`src/rtl/sc_uart_pkg.sv`:
```
package sc_uart_pkg;
  typedef enum logic [2:0] {
    TX_IDLE, TX_START, TX_DATA, TX_PAR, TX_STOP
  } tx_state_e;

  typedef enum logic [2:0] {
    RX_IDLE, RX_START, RX_DATA, RX_PAR, RX_GUARD
  } rx_state_e;
endpackage

```
`src/rtl/sc_clk_div.sv`:
```
module sc_clk_div #(
  parameter int DIV_W = 8
) (
  input  logic             clk,
  input  logic             rst_n,
  input  logic             en_i,
  input  logic [DIV_W-1:0] div_i,
  output logic             clk_o
);
  logic [DIV_W-1:0] cnt_q, cnt_d;
  logic             lvl_q, lvl_d;

  always_comb begin
    cnt_d = cnt_q;
    lvl_d = lvl_q;
    if (!en_i) begin
      cnt_d = '0;
      lvl_d = 1'b0;
    end else if (cnt_q >= div_i) begin
      cnt_d = '0;
      lvl_d = ~lvl_q;
    end else begin
      cnt_d = cnt_q + 1'b1;
    end
  end

  always_ff @(posedge clk or negedge rst_n) begin
    if (!rst_n) begin
      cnt_q <= '0;
      lvl_q <= 1'b0;
    end else begin
      cnt_q <= cnt_d;
      lvl_q <= lvl_d;
    end
  end

  assign clk_o = lvl_q;

  AST_CLK_HELD_LOW: assert property (@(posedge clk) disable iff (!rst_n)
    !en_i |=> !clk_o);
endmodule

```
`src/rtl/sc_tx.sv`:
```
module sc_tx
  import sc_uart_pkg::*;
#(
  parameter int DATA_W = 8,
  parameter int OVS    = 16
) (
  input  logic              clk,
  input  logic              rst_n,
  input  logic              tick_i,
  input  logic              start_i,
  input  logic [DATA_W-1:0] data_i,
  input  logic              line_i,
  output logic              busy_o,
  output logic              drive_o,
  output logic              done_o,
  output logic              err_o
);
  localparam int CW     = $clog2(2 * OVS);
  localparam int IW     = (DATA_W > 1) ? $clog2(DATA_W) : 1;
  localparam int STOP_T = OVS + OVS / 2;

  tx_state_e         state_q, state_d;
  logic [CW-1:0]     tk_q, tk_d;
  logic [IW-1:0]     idx_q, idx_d;
  logic [DATA_W-1:0] sh_q, sh_d;
  logic              par_q, par_d;
  logic              drv_q, drv_d;
  logic              err_q, err_d;
  logic              done_q, done_d;
  logic              bit_end;

  assign bit_end = tick_i && (tk_q == CW'(OVS - 1));

  always_comb begin
    state_d = state_q;
    tk_d    = tk_q;
    idx_d   = idx_q;
    sh_d    = sh_q;
    par_d   = par_q;
    drv_d   = drv_q;
    err_d   = err_q;
    done_d  = 1'b0;
    case (state_q)
      TX_IDLE: begin
        if (start_i) begin
          sh_d    = data_i;
          par_d   = ^data_i;
          tk_d    = '0;
          drv_d   = 1'b1;
          err_d   = 1'b0;
          state_d = TX_START;
        end
      end
      TX_START: begin
        if (bit_end) begin
          tk_d    = '0;
          idx_d   = '0;
          drv_d   = ~sh_q[0];
          state_d = TX_DATA;
        end else if (tick_i) begin
          tk_d = tk_q + 1'b1;
        end
      end
      TX_DATA: begin
        if (bit_end) begin
          tk_d = '0;
          if (idx_q == IW'(DATA_W - 1)) begin
            drv_d   = ~par_q;
            state_d = TX_PAR;
          end else begin
            idx_d = idx_q + 1'b1;
            sh_d  = sh_q >> 1;
            drv_d = ~sh_q[1];
          end
        end else if (tick_i) begin
          tk_d = tk_q + 1'b1;
        end
      end
      TX_PAR: begin
        if (bit_end) begin
          tk_d    = '0;
          drv_d   = 1'b0;
          state_d = TX_STOP;
        end else if (tick_i) begin
          tk_d = tk_q + 1'b1;
        end
      end
      TX_STOP: begin
        if (tick_i) begin
          if (tk_q == CW'(OVS - 1) && !line_i) begin
            err_d = 1'b1;
          end
          if (tk_q == CW'(STOP_T - 1)) begin
            tk_d    = '0;
            done_d  = 1'b1;
            state_d = TX_IDLE;
          end else begin
            tk_d = tk_q + 1'b1;
          end
        end
      end
      default: state_d = TX_IDLE;
    endcase
  end

  always_ff @(posedge clk or negedge rst_n) begin
    if (!rst_n) begin
      state_q <= TX_IDLE;
      tk_q    <= '0;
      idx_q   <= '0;
      sh_q    <= '0;
      par_q   <= 1'b0;
      drv_q   <= 1'b0;
      err_q   <= 1'b0;
      done_q  <= 1'b0;
    end else begin
      state_q <= state_d;
      tk_q    <= tk_d;
      idx_q   <= idx_d;
      sh_q    <= sh_d;
      par_q   <= par_d;
      drv_q   <= drv_d;
      err_q   <= err_d;
      done_q  <= done_d;
    end
  end

  assign busy_o  = (state_q != TX_IDLE);
  assign drive_o = drv_q;
  assign done_o  = done_q;
  assign err_o   = err_q;

  AST_TX_START_DRIVEN: assert property (@(posedge clk) disable iff (!rst_n)
    (start_i && state_q == TX_IDLE) |=> drive_o);
  AST_TX_STOP_RELEASED: assert property (@(posedge clk) disable iff (!rst_n)
    (state_q == TX_STOP) |-> !drive_o);
  AST_TX_DONE_IDLE: assert property (@(posedge clk) disable iff (!rst_n)
    done_o |-> (state_q == TX_IDLE && !drive_o));
endmodule

```
`src/rtl/sc_rx.sv`:
```
module sc_rx
  import sc_uart_pkg::*;
#(
  parameter int DATA_W = 8,
  parameter int OVS    = 16
) (
  input  logic              clk,
  input  logic              rst_n,
  input  logic              tick_i,
  input  logic              en_i,
  input  logic              half_stop_i,
  input  logic              line_i,
  output logic              busy_o,
  output logic              valid_o,
  output logic [DATA_W-1:0] data_o,
  output logic              perr_o,
  output logic              nack_o
);
  localparam int CW      = $clog2(2 * OVS);
  localparam int IW      = (DATA_W > 1) ? $clog2(DATA_W) : 1;
  localparam int HALF    = OVS / 2;
  localparam int GUARD_T = 2 * OVS;

  rx_state_e         state_q, state_d;
  logic [CW-1:0]     tk_q, tk_d;
  logic [IW-1:0]     idx_q, idx_d;
  logic [DATA_W-1:0] sh_q, sh_d;
  logic [DATA_W-1:0] dat_q, dat_d;
  logic              perr_q, perr_d;
  logic              vld_q, vld_d;
  logic              nack_q, nack_d;
  logic              bit_end;

  assign bit_end = tick_i && (tk_q == CW'(OVS - 1));

  always_comb begin
    state_d = state_q;
    tk_d    = tk_q;
    idx_d   = idx_q;
    sh_d    = sh_q;
    dat_d   = dat_q;
    perr_d  = perr_q;
    nack_d  = nack_q;
    vld_d   = 1'b0;
    case (state_q)
      RX_IDLE: begin
        if (en_i && tick_i && !line_i) begin
          tk_d    = '0;
          state_d = RX_START;
        end
      end
      RX_START: begin
        if (tick_i) begin
          if (tk_q == CW'(HALF - 1)) begin
            tk_d    = '0;
            idx_d   = '0;
            state_d = line_i ? RX_IDLE : RX_DATA;
          end else begin
            tk_d = tk_q + 1'b1;
          end
        end
      end
      RX_DATA: begin
        if (bit_end) begin
          tk_d = '0;
          sh_d = {line_i, sh_q[DATA_W-1:1]};
          if (idx_q == IW'(DATA_W - 1)) begin
            state_d = RX_PAR;
          end else begin
            idx_d = idx_q + 1'b1;
          end
        end else if (tick_i) begin
          tk_d = tk_q + 1'b1;
        end
      end
      RX_PAR: begin
        if (bit_end) begin
          tk_d    = '0;
          dat_d   = sh_q;
          perr_d  = (^sh_q) ^ line_i;
          vld_d   = 1'b1;
          state_d = RX_GUARD;
        end else if (tick_i) begin
          tk_d = tk_q + 1'b1;
        end
      end
      RX_GUARD: begin
        if (tick_i) begin
          if (tk_q == CW'(GUARD_T - 1)) begin
            tk_d    = '0;
            nack_d  = 1'b0;
            state_d = RX_IDLE;
          end else if (tk_q == CW'(OVS - 1) && perr_q) begin
            nack_d = 1'b1;
            tk_d   = tk_q + 1'b1;
          end else if (tk_q == CW'(OVS - 1) && half_stop_i) begin
            tk_d    = '0;
            state_d = RX_IDLE;
          end else begin
            tk_d = tk_q + 1'b1;
          end
        end
      end
      default: state_d = RX_IDLE;
    endcase
  end

  always_ff @(posedge clk or negedge rst_n) begin
    if (!rst_n) begin
      state_q <= RX_IDLE;
      tk_q    <= '0;
      idx_q   <= '0;
      sh_q    <= '0;
      dat_q   <= '0;
      perr_q  <= 1'b0;
      vld_q   <= 1'b0;
      nack_q  <= 1'b0;
    end else begin
      state_q <= state_d;
      tk_q    <= tk_d;
      idx_q   <= idx_d;
      sh_q    <= sh_d;
      dat_q   <= dat_d;
      perr_q  <= perr_d;
      vld_q   <= vld_d;
      nack_q  <= nack_d;
    end
  end

  assign busy_o  = (state_q != RX_IDLE);
  assign valid_o = vld_q;
  assign data_o  = dat_q;
  assign perr_o  = perr_q;
  assign nack_o  = nack_q;

  AST_RX_NACK_NEEDS_PERR: assert property (@(posedge clk) disable iff (!rst_n)
    nack_o |-> perr_o);
  AST_RX_VALID_SINGLE: assert property (@(posedge clk) disable iff (!rst_n)
    valid_o |=> !valid_o);
  AST_RX_HOLD_OFF: assert property (@(posedge clk) disable iff (!rst_n)
    (!en_i && state_q == RX_IDLE) |=> (state_q == RX_IDLE));
endmodule

```
`src/rtl/sc_uart.sv`:
```
module sc_uart #(
  parameter int DATA_W = 8,
  parameter int OVS    = 16,
  parameter int DIV_W  = 8
) (
  input  logic              clk,
  input  logic              rst_n,
  input  logic              baud_tick,
  input  logic              cfg_rx_half_stop,
  input  logic              cfg_clk_en,
  input  logic [DIV_W-1:0]  cfg_clk_div,
  input  logic              tx_valid,
  input  logic [DATA_W-1:0] tx_data,
  output logic              tx_ready,
  output logic              tx_done,
  output logic              tx_err,
  output logic              rx_valid,
  output logic [DATA_W-1:0] rx_data,
  output logic              rx_perr,
  input  logic              line_in,
  output logic              line_oe,
  output logic              card_clk
);
  logic [1:0] rst_sync_q;
  logic       rst_n_s;
  logic [1:0] line_sync_q;
  logic       line_s;
  logic       tx_busy, rx_busy, tx_start, rx_en;
  logic       tx_drive, rx_nack;

  always_ff @(posedge clk or negedge rst_n) begin
    if (!rst_n) rst_sync_q <= 2'b00;
    else        rst_sync_q <= {rst_sync_q[0], 1'b1};
  end
  assign rst_n_s = rst_sync_q[1];

  always_ff @(posedge clk or negedge rst_n_s) begin
    if (!rst_n_s) line_sync_q <= 2'b11;
    else          line_sync_q <= {line_sync_q[0], line_in};
  end
  assign line_s = line_sync_q[1];

  assign tx_ready = !tx_busy && !rx_busy;
  assign tx_start = tx_valid && tx_ready;
  assign rx_en    = !tx_busy && !tx_start;

  sc_tx #(.DATA_W(DATA_W), .OVS(OVS)) u_tx (
    .clk     (clk),
    .rst_n   (rst_n_s),
    .tick_i  (baud_tick),
    .start_i (tx_start),
    .data_i  (tx_data),
    .line_i  (line_s),
    .busy_o  (tx_busy),
    .drive_o (tx_drive),
    .done_o  (tx_done),
    .err_o   (tx_err)
  );

  sc_rx #(.DATA_W(DATA_W), .OVS(OVS)) u_rx (
    .clk         (clk),
    .rst_n       (rst_n_s),
    .tick_i      (baud_tick),
    .en_i        (rx_en),
    .half_stop_i (cfg_rx_half_stop),
    .line_i      (line_s),
    .busy_o      (rx_busy),
    .valid_o     (rx_valid),
    .data_o      (rx_data),
    .perr_o      (rx_perr),
    .nack_o      (rx_nack)
  );

  sc_clk_div #(.DIV_W(DIV_W)) u_clk (
    .clk   (clk),
    .rst_n (rst_n_s),
    .en_i  (cfg_clk_en),
    .div_i (cfg_clk_div),
    .clk_o (card_clk)
  );

  assign line_oe = tx_drive | rx_nack;

  AST_HALF_DUPLEX: assert property (@(posedge clk) disable iff (!rst_n_s)
    !(tx_busy && rx_busy));
endmodule

```
`config.mk`:
```
export PLATFORM = sky130hd
export DESIGN_NAME = sc_uart
export DESIGN_NICKNAME = d
export VERILOG_FILES = /design/src/rtl/sc_uart_pkg.sv /design/src/rtl/sc_clk_div.sv /design/src/rtl/sc_tx.sv /design/src/rtl/sc_rx.sv /design/src/rtl/sc_uart.sv
export SDC_FILE = /design/constraint.sdc
export NUM_CORES = 1
export LEC_CHECK = 0
export ABC_AREA = 1
export ABC_CLOCK_PERIOD_IN_PS = 2100
export CAP_MARGIN = 10
export CELL_PAD_IN_SITES_DETAIL_PLACEMENT = 0
export CELL_PAD_IN_SITES_GLOBAL_PLACEMENT = 1
export CORE_ASPECT_RATIO = 0.6
export CORE_UTILIZATION = 38
export DETAILED_ROUTE_END_ITERATION = 10
export PLACE_DENSITY_LB_ADDON = 0.05
export REMOVE_ABC_BUFFERS = 1
export SLEW_MARGIN = 20
export SYNTH_ARGS = -nofsm -noshare
export SYNTH_HDL_FRONTEND = slang
export SYNTH_SLANG_ARGS = --single-unit
```
`constraint.sdc`:
```
create_clock -name clk -period 2.1 [get_ports clk]
set_clock_uncertainty 0.15 [all_clocks]
set_input_delay 0.525 -clock clk [delete_from_list [all_inputs] [get_ports clk]]
set_output_delay 0.525 -clock clk [all_outputs]
set_load 0.02 [all_outputs]
```
==> results of run 1 <==
report_power, final:
group	switching, mW	internal (mW)
Clock	0.573	1.16
Combinational	1.22	0.775
Sequential	0.152	1.50
through the flow:
stage / setup WS [ns] / util
after floorplan: -0.0204 / -
after global placement: -0.222 / 0.472
after detailed placement: -0.286 / 0.472
after CTS: 0.00243 / 0.510
after global routing: -0.0215 / 0.516
final: 0.0597 / 0.516
final cells by class:
cell class              instances  area [sq um]
fillers                       900          4450
multi-input cells             332          1770
flip-flops and latches         66          1660
repair buffers                 67           604
clock buffers                  10           229
inverters                      53           201
well taps                     130           163
clock inverters                 6           115
routing by layer:
metal  GRT usage  part of all wire  up-vias
met3      0.0510             0.039        9
li1            -                 -     1610
met1       0.274              0.58     1363
met4      0.0494            0.0075        0
met5           0                 0        -
met2       0.241              0.38       51
critical path, cell delays in order, from the launching register on:
cell and delay [ns]:
sky130_fd_sc_hd__dfrtp_1 0.40, sky130_fd_sc_hd__or2_2 0.31, sky130_fd_sc_hd__dlygate4sd2_1 0.32
worst paths after layout:
| kind | depth (start not counted) | end | slack (ns) |
|---|---|---|---|
| setup reg to reg | 10 | u_rx.tk_q[3] | 0.13 |
| min in group clk | 0 | rst_sync_q[1] | 0.20 |
| hold / removal | 0 | u_rx.data_o[7] | 0.12 |
| max in group asynchronous | 1 | line_sync_q[1] | 0.97 |
| hold reg to reg | 0 | u_rx.data_o[7] | 0.12 |
| setup / recovery | 2 | line_oe | 0.06 |
registers in the layout (all words and copies together), names as in the netlist, 2 cells and up:
name,count
rst_sync_q,2
u_tx.state_q,3
u_tx.sh_q,8
u_rx.state_q,3
u_rx.sh_q,8
u_rx.tk_q,5
u_tx.idx_q,3
u_clk.cnt_q,8
line_sync_q,2
u_rx.idx_q,3
u_tx.tk_q,5
u_rx.data_o,8
cells by family after synthesis:
group                    count (synthesis)
AO/OA/AOI/OAI                           50
XOR/XNOR                                14
AND/OR/NAND/NOR                        249
adder cells (fa/ha/maj)                 18
flip-flops                              66
buffers and inverters                   57
other                                    1
what timing repair did:
| action | CTS | global route |
|---|---|---|
| cloned | 0 | 0 |
| pin swaps | 0 | 5 |
| gates resized for setup | 3 | 13 |
| setup endpoints to repair | 2 | 24 |
| buffers inserted | 0 | 3 |
cells in the final DEF (no fill, tap or decap), types with 6 or more instances in the layout:
cell | netlist | routed
sky130_fd_sc_hd__nand4_1 | 9 | 9
sky130_fd_sc_hd__inv_1 | 48 | 48
sky130_fd_sc_hd__xor2_1 | 8 | 8
sky130_fd_sc_hd__xnor2_1 | 6 | 6
sky130_fd_sc_hd__dfrtp_1 | 64 | 63
sky130_fd_sc_hd__nand2_1 | 162 | 160
sky130_fd_sc_hd__buf_4 | 0 | 29
sky130_fd_sc_hd__clkdlybuf4s50_1 | 0 | 34
sky130_fd_sc_hd__clkbuf_16 | 0 | 9
sky130_fd_sc_hd__a21oi_1 | 10 | 9
sky130_fd_sc_hd__ha_1 | 18 | 16
sky130_fd_sc_hd__nand2_2 | 5 | 7
sky130_fd_sc_hd__o21ai_0 | 29 | 28
sky130_fd_sc_hd__nor2_1 | 25 | 24
sky130_fd_sc_hd__nand3_1 | 28 | 26
==> results.ini, run 1 <==
[synthesis]
ys_seq_area_frac=0.458
synth.top_cells.by_area=sky130_fd_sc_hd__dfrtp_1, sky130_fd_sc_hd__nand2_1, sky130_fd_sc_hd__ha_1
post-synth-top-area-cell=sky130_fd_sc_hd__dfrtp_1
synth_commonest_cells=sky130_fd_sc_hd__nand2_1, sky130_fd_sc_hd__dfrtp_1, sky130_fd_sc_hd__inv_1
post_synth.cell_area_avg_sq_um=7.93
synth_top_family_by_area=simple AND/OR/NAND/NOR gates
post_synth_and_or_nand_nor_area_fraction=0.306
synthesis.area_sq_um=3610
yosys.cell_types.count=37
postSynthCellCount=455
synth-edff-count=0
post-synth-top-area-fraction=0.444
synth_xor_area_frac=0.0340
synthArstFlopShare=1.00
multiplexer_share_of_the_synthesized_area=0
synth-compound-area-share=0.0770
count_leader_synth=sky130_fd_sc_hd__nand2_1
synth-seq-cells=66
synth_fa_ha_area_frac=0.0624
ys.flop_type=sky130_fd_sc_hd__dfrtp_1
ys_warn_count=0

[cells_and_area]
final_area_sq_um=4740
antennaDiodeCount=0
drive_gt1_frac=0.150
area.growth.synth_to_final_pct=31.3
post_layout_nonfiller_instances=664
nNetsFinal=570

[sta]
max_clock_freq_mhz=490
hold_violations=0
timing_max_transition_violations_final=0
fin_worst_hold_slack_ns=0.120
timing.slew.headroom=0.615
setup_total_negative_slack_ns=0
max_slew.worst_pin.slew_ns=0.578
post-route-min-period_ns=2.04
final_worst_path_period_share=0.972
finalSetupViolations=0

[clocking]
clock_latency_ns=0.33
ctsLongestPathBuffers=2
post_cts_hold_buffer_count=0
clock_sinks=66
clk_transition_reported_paths_ns=0.06
cts_htree_levels=3
cts_tree=built
cts-buffers-inserted=9
clk_root_buffer_cell=sky130_fd_sc_hd__clkbuf_16

[critical_path]
worstPathRequired_ns=1.42
worstSetupStartpoint=u_rx.nack_o
start_kind=flop
crit_fanout=2
setup.worst_path.class=flop to output port
cp-end-kind=output port
timing.rr.start=u_rx.tk_q[0]
cp_data_arrival_time_ns=1.37

[pwr]
totalPowerFinal_mw=5.38
leakagePower_nw=2.41
worst_ir_drop_vdd_v=0.000462
pwr_density_cell_nw_per_um2=1130

[floorplanning]
die_x_um=128
core.rowCount=27
placeable_core_region_sq_um=9190
fp.dieH_um=77.5
pin_count=38
floorplan.initialDensity=0.393
die-area_sq_um=9900

[placed_design]
dpl.cell_count=645
detailed_place_hpwl_um=5850
gp_congestion=0.771
buffer_ports.inserted=37
placed_cell_area_sq_um=4340

[route]
vias_per_cell=4.57
first_pass_iters=4
drt_antenna_net_count=0
vias=3033
drt_first_iter_violations=145
average_wire_per_cell_in_the_routed_design_um=11.9
post-route-drc-count=0
drt-total-wl_um=7910

[run_status]
run_status=finished clean

[global_routing]
number_of_antenna_violations_at_the_first_check_in_global_routing=0
number_of_global_route_vias_before_repair=2958
grt_first_pass_wirelength_um=14000
grt_start_max_net_pins=24
grt_total_ovfl=0
grtUsageTotal=0.179

[hold_path]
hp-class=flop to async pin

[run]
reported_max_cap_violation_count=0

Note: power is estimated with default switching activity, not from simulation.
==> run 2: changes to the inputs <==
- CORE_ASPECT_RATIO: 0.6 -> default
==> run 2 against run 1 <==
Non-clock buffer count fell by 1; via count shrank 1.3%; cell count shrank 0.30%; sequential share of layout area rose by 1.1 points; total power down 12%; combinational power hardly changed; hold slack lost 0.0046 ns; global-route usage decreased by 0.90 points; largest cell class unchanged; highest routed layer unchanged.
==> results.ini, run 2 (same netlist as run 1, synthesis figures left out) <==
[clocking]
clock_sinks=66  ; unchanged
ctsLongestPathBuffers=2  ; unchanged
post_cts_hold_buffer_count=0  ; unchanged
clk_transition_reported_paths_ns=0.08  ; was 0.06 ns
cts-buffers-inserted=9  ; unchanged
cts_tree=built  ; unchanged
clock_latency_ns=0.34  ; was 0.33 ns
clk_root_buffer_cell=sky130_fd_sc_hd__clkbuf_8  ; was sky130_fd_sc_hd__clkbuf_16
cts_htree_levels=3  ; unchanged

[pwr]
leakagePower_nw=2.32  ; was 2.41 nW
worst_ir_drop_vdd_v=0.000513  ; was 0.000462 V
pwr_density_cell_nw_per_um2=1030  ; was 1130 nW/um^2

[cells_and_area]
layout.cells.most_common=sky130_fd_sc_hd__nand2_1  ; unchanged
nNetsFinal=569  ; was 570
final_area_sq_um=4600  ; was 4740 sq um
antennaDiodeCount=0  ; unchanged
post_layout_nonfiller_instances=662  ; was 664
area.growth.synth_to_final_pct=27.4  ; was 31.3%
most-common-layout-cells=sky130_fd_sc_hd__nand2_1, sky130_fd_sc_hd__dfrtp_1, sky130_fd_sc_hd__inv_1  ; unchanged
drive_gt1_frac=0.154  ; was 0.150

[critical_path]
cp_data_arrival_time_ns=1.38  ; was 1.37 ns
crit_fanout=2  ; unchanged
worst-r2r-cell-count=13  ; was 10
slowest_cell_delay_on_critical_path_ns=0.62  ; was 0.40 ns
timing.critical_path.max_delay_family=buffers and inverters  ; was flip-flops
worstPathRequired_ns=1.42  ; about the same
start_kind=flop  ; unchanged
timing.rr.start=u_rx.tk_q[1]  ; was u_rx.tk_q[0]
worstPathCellList=clkdlybuf4s50_1  ; was or2_2 -> dlygate4sd2_1
setup.worst_path.class=flop to output port  ; unchanged
slowest_cell_on_crit_path=sky130_fd_sc_hd__clkdlybuf4s50_1  ; was sky130_fd_sc_hd__dfrtp_1
timing.critical_path.buf_inv=1  ; unchanged
regToRegEndpoint=u_rx.state_q[2]  ; was u_rx.tk_q[3]
cp-end-kind=output port  ; unchanged
ff2ff_setup_slack_ns=0.16  ; was 0.13 ns

[run_status]
run_status=finished clean  ; unchanged

[floorplanning]
die_x_um=99.4  ; was 128 um
die-area_sq_um=9890  ; was 9900 sq um
floorplan.initialDensity=0.391  ; was 0.393
placeable_core_region_sq_um=9240  ; was 9190 sq um
pin_count=38  ; unchanged
core.rowCount=35  ; was 27
fp.dieH_um=99.4  ; was 77.5 um

[sta]
final_worst_path_period_share=0.977  ; was 0.972
max_slew.worst_pin.slew_ns=0.578  ; about the same
post-route-min-period_ns=2.05  ; was 2.04 ns
timing_max_transition_violations_final=0  ; unchanged
hold_violations=0  ; unchanged
finalSetupViolations=0  ; unchanged
max_clock_freq_mhz=487  ; was 490 MHz
worst_slack_ns=0.0475  ; was 0.0597 ns
timing.slew.headroom=0.615  ; about the same

[route]
vias=2994  ; was 3033
vias_per_cell=4.52  ; was 4.57
first_pass_iters=4  ; unchanged
drt_antenna_net_count=0  ; unchanged
average_wire_per_cell_in_the_routed_design_um=11.6  ; was 11.9 um
drt_first_iter_violations=100  ; was 145
drt-total-wl_um=7660  ; was 7910 um
post-route-drc-count=0  ; unchanged

[global_routing]
grt_total_ovfl=0  ; unchanged
grt_start_max_net_pins=29  ; was 24
global_route.usage.met3=0.0316  ; was 0.0510
gr-max-usage-layer=met2  ; was met1
number_of_antenna_violations_at_the_first_check_in_global_routing=0  ; unchanged
number_of_global_route_vias_before_repair=2843  ; was 2958
use_met2=0.267  ; was 0.241
grt_first_pass_wirelength_um=13200  ; was 14000 um
groute.layer.met1.usage=0.232  ; was 0.274
grtUsageTotal=0.170  ; was 0.179

[placed_design]
gp_congestion=0.757  ; was 0.771
buffer_ports.inserted=37  ; unchanged
detailed_place_hpwl_um=5630  ; was 5850 um
dpl.cell_count=642  ; was 645
placed_cell_area_sq_um=4320  ; was 4340 sq um
post-place-ws_ns=-0.232  ; was -0.286 ns

[run]
reported_max_cap_violation_count=0  ; unchanged

[hold_path]
hp-class=flop to async pin  ; unchanged

-- run 2: through the flow --
step	power [mW]	TNS (ns)	util	hold WS [ns]
floorplan	2.95	-1.26	-	0.0794
global placement	3.61	-2.03	0.468	0.147
detailed placement	3.62	-2.52	0.468	0.144
CTS	4.75	0	0.490	0.151
global route	5.11	-0.0683	0.497	0.184
finish	4.73	0	0.497	0.116
-- run 2: area by class of cell --
| class | count | area [sq um] |
|---|---|---|
| Sequential cell | 66 | 1660 |
| Timing Repair Buffer | 66 | 598 |
| Inverter | 53 | 201 |
| Tap cell | 129 | 161 |
| Clock inverter | 4 | 50.0 |
| Multi-Input combinational cell | 332 | 1770 |
| Fill cell | 915 | 4640 |
| Clock buffer | 12 | 155 |
-- run 2: where the power goes --
| group | internal, mW | total, mW | switching, mW | leakage, nW |
|---|---|---|---|---|
| clock network | 0.612 | 1.11 | 0.501 | 0.0986 |
| logic | 0.808 | 1.97 | 1.16 | 1.35 |
| registers | 1.49 | 1.65 | 0.155 | 0.873 |
-- run 2: worst max-delay path by stage --
stage | startpoint | end | depth (start not counted)
CTS | u_rx.nack_o | line_oe | 2
global placement | cfg_clk_div[3] | u_clk.cnt_q[7] | 9
floorplan | rst_sync_q[1] | u_clk.clk_o | 0
global route | u_rx.tk_q[1] | u_rx.state_q[1] | 13
finish | u_rx.perr_o | rx_perr | 1
detailed placement | cfg_clk_div[7] | u_clk.cnt_q[2] | 9
-- run 2: layer usage --
layer  wire length [um]  vias up
met1               3950     1350
met5                  0        -
li1                   -     1598
met3                197        8
met4                122        0
met2               3390       38
-- run 2: repair_timing --
action / in CTS / in global routing
setup buffers: 0 / 4
pin swaps: 0 / 7
gates resized for setup: 4 / 15
setup endpoints to repair: 2 / 25
==> run 3: changes to the inputs <==
- CORE_MARGIN: default -> 8
==> run 3 against run 2 <==
Die area is 30% higher; sequential cell count did not move; largest cell class unchanged; clock power is 4% higher; largest power group unchanged.
==> results.ini, run 3 (same netlist as run 1, synthesis figures left out) <==
[cells_and_area]
layout.cells.most_common=sky130_fd_sc_hd__nand2_1  ; unchanged
area.growth.synth_to_final_pct=28.4  ; was 27.4%
post_layout_nonfiller_instances=665  ; was 662
antennaDiodeCount=0  ; unchanged
most-common-layout-cells=sky130_fd_sc_hd__nand2_1, sky130_fd_sc_hd__dfrtp_1, sky130_fd_sc_hd__inv_1  ; unchanged
post-route-util=0.501  ; was 0.497
nNetsFinal=572  ; was 569
filler_cell_count=916  ; was 915
drive_gt1_frac=0.164  ; was 0.154

[sta]
final_worst_path_period_share=0.975  ; was 0.977
fin_worst_hold_slack_ns=0.0163  ; was 0.116 ns
worst_slack_ns=0.0522  ; was 0.0475 ns
finalSetupViolations=0  ; unchanged
max_clock_freq_mhz=488  ; was 487 MHz
hold_violations=0  ; unchanged
post-route-min-period_ns=2.05  ; about the same
timing_max_transition_violations_final=0  ; unchanged
grt_setup_unrepaired=false

[critical_path]
timing.rr.start=u_tx.tk_q[1]  ; was u_rx.tk_q[1]
cp-end-kind=output port  ; unchanged
worstPathCellList=or2_2 -> dlygate4sd2_1  ; was clkdlybuf4s50_1
crit_fanout=2  ; unchanged
ff2ff_setup_slack_ns=0.17  ; was 0.16 ns
worstPathRequired_ns=1.42  ; about the same
cp_data_arrival_time_ns=1.37  ; was 1.38 ns
setup.worst_path.class=flop to output port  ; unchanged
slowest_cell_delay_on_critical_path_ns=0.40  ; was 0.62 ns
worst-r2r-cell-count=11  ; was 13
slowest_cell_on_crit_path=sky130_fd_sc_hd__dfrtp_1  ; was sky130_fd_sc_hd__clkdlybuf4s50_1
worstSetupStartpoint=u_rx.nack_o  ; was u_rx.perr_o
start_kind=flop  ; unchanged
regToRegEndpoint=u_tx.sh_q[6]  ; was u_rx.state_q[2]

[run_status]
run_status=finished clean  ; unchanged

[floorplanning]
floorplan.initialDensity=0.391  ; unchanged
die_x_um=113  ; was 99.4 um
pin_count=38  ; unchanged
die-area_sq_um=12900  ; was 9890 sq um
placeable_core_region_sq_um=9240  ; unchanged
core.rowCount=35  ; unchanged
fp.dieH_um=113  ; was 99.4 um

[global_routing]
grt_total_ovfl=0  ; unchanged
grt_first_pass_wirelength_um=14500  ; was 13200 um
number_of_antenna_violations_at_the_first_check_in_global_routing=0  ; unchanged
number_of_global_route_vias_before_repair=3107  ; was 2843
grt_start_max_net_pins=39  ; was 29
grtUsageTotal=0.138  ; was 0.170

[pwr]
leakagePower_nw=2.36  ; was 2.32 nW
p_sw_frac=0.398  ; was 0.385
clock_power_share=0.238  ; was 0.235
comb_power_share=0.422  ; was 0.417
worst_ir_drop_vdd_v=0.000435  ; was 0.000513 V
pwr_density_cell_nw_per_um2=1040  ; was 1030 nW/um^2
p_switching_mw=1.92  ; was 1.82 mW
seq_power_share=0.340  ; was 0.348
internal-power_mw=2.90  ; was 2.91 mW

[route]
vias_per_cell=4.60  ; was 4.52
average_wire_per_cell_in_the_routed_design_um=12.3  ; was 11.6 um
drt_antenna_net_count=0  ; unchanged
first_pass_iters=4  ; unchanged
vias=3062  ; was 2994
drt-total-wl_um=8150  ; was 7660 um
drt_first_iter_violations=113  ; was 100
post-route-drc-count=0  ; unchanged

[placed_design]
gp_congestion=0.765  ; was 0.757
buffer_ports.inserted=37  ; unchanged
dpl.cell_count=643  ; was 642
post-place-ws_ns=-0.230  ; was -0.232 ns
detailed_place_hpwl_um=6100  ; was 5630 um

[clocking]
cts-buffers-inserted=9  ; unchanged
clk_transition_reported_paths_ns=0.09  ; was 0.08 ns
clk_root_buffer_cell=sky130_fd_sc_hd__clkbuf_8  ; unchanged
clock_latency_ns=0.35  ; was 0.34 ns
ctsLongestPathBuffers=2  ; unchanged
clock_sinks=66  ; unchanged
cts_tree=built  ; unchanged
cts_htree_levels=3  ; unchanged
post_cts_hold_buffer_count=0  ; unchanged

[hold_path]
hp-class=flop to async pin  ; unchanged

[run]
reported_max_cap_violation_count=0  ; unchanged

run 3: cell types whose count changed in the layout (fill, tap and decap cells not counted), moves of 2 or more:
cell                         previous run  this run
sky130_fd_sc_hd__inv_6                  0         3
sky130_fd_sc_hd__a21oi_1                8        10
sky130_fd_sc_hd__clkinvlp_4             2         0
sky130_fd_sc_hd__clkbuf_8              11         9
sky130_fd_sc_hd__a21oi_2                2         0
sky130_fd_sc_hd__buf_4                 27        31
sky130_fd_sc_hd__clkinv_4               0         2
run 3: worst max-delay path, delay by kind of cell (launching register included):
family,cells,cell delay (ns)
buffers and inverters,1,0.33
DFF,1,0.40
and+or+nand+nor,1,0.31
run 3: worst max path at each step:
| stage | to | slack (ns) |
|---|---|---|
| 6_report | line_oe | 0.05 |
| 5_1_grt | u_rx.state_q[0] | 0.004 |
| 4_1_cts | tx_ready | 0.02 |
| 3_5_place_dp | u_clk.cnt_q[2] | -0.23 |
| 3_3_place_gp | u_clk.cnt_q[6] | -0.17 |
| 2_1_floorplan | u_clk.clk_o | -0.02 |
run 3: area by class of cell:
type                            count  area, sq um  share of cell area
Clock buffer                        9          124              0.0267
Clock inverter                      7         85.1              0.0184
Inverter                           53          201              0.0435
Multi-Input combinational cell    332         1790               0.386
Sequential cell                    66         1660               0.357
Tap cell                          129          161              0.0348
Timing Repair Buffer               69          617               0.133
run 3: metrics by stage:
step           power, mW  setup TNS [ns]  cell area [sq um]
2_1_floorplan       2.95           -1.26               3590
3_3_place_gp        3.61           -1.91               4330
3_5_place_dp        3.64           -2.57               4330
4_1_cts             4.81               0               4540
5_1_grt             5.25               0               4630
6_report            4.82               0               4630
run 3: power groups by stage:
stage	clock, mW	combinational, mW	sequential, mW
6_report	1.15	2.04	1.64
5_1_grt	1.24	2.34	1.67
4_1_cts	1.19	1.97	1.64
3_5_place_dp	0	1.97	1.66
3_3_place_gp	0	1.96	1.66
2_1_floorplan	0	1.28	1.67
run 3: layer usage:
| metal | share of wire | wire length (um) | track usage | vias to the layer above |
|---|---|---|---|---|
| met5 | 0 | 0 | 0 | - |
| li1 | - | - | - | 1605 |
| met4 | 0.017 | 136 | 0.0560 | 0 |
| met2 | 0.46 | 3720 | 0.222 | 37 |
| met1 | 0.49 | 3980 | 0.176 | 1409 |
| met3 | 0.039 | 316 | 0.0306 | 11 |
run 3: timing repair:
| item | in CTS | in global routing |
|---|---|---|
| pin swaps | 0 | 5 |
| endpoints found under the setup margin | 2 | 41 |
| buffers inserted | 0 | 6 |
| gates resized for setup | 4 | 18 |
| gates cloned | 0 | 0 |
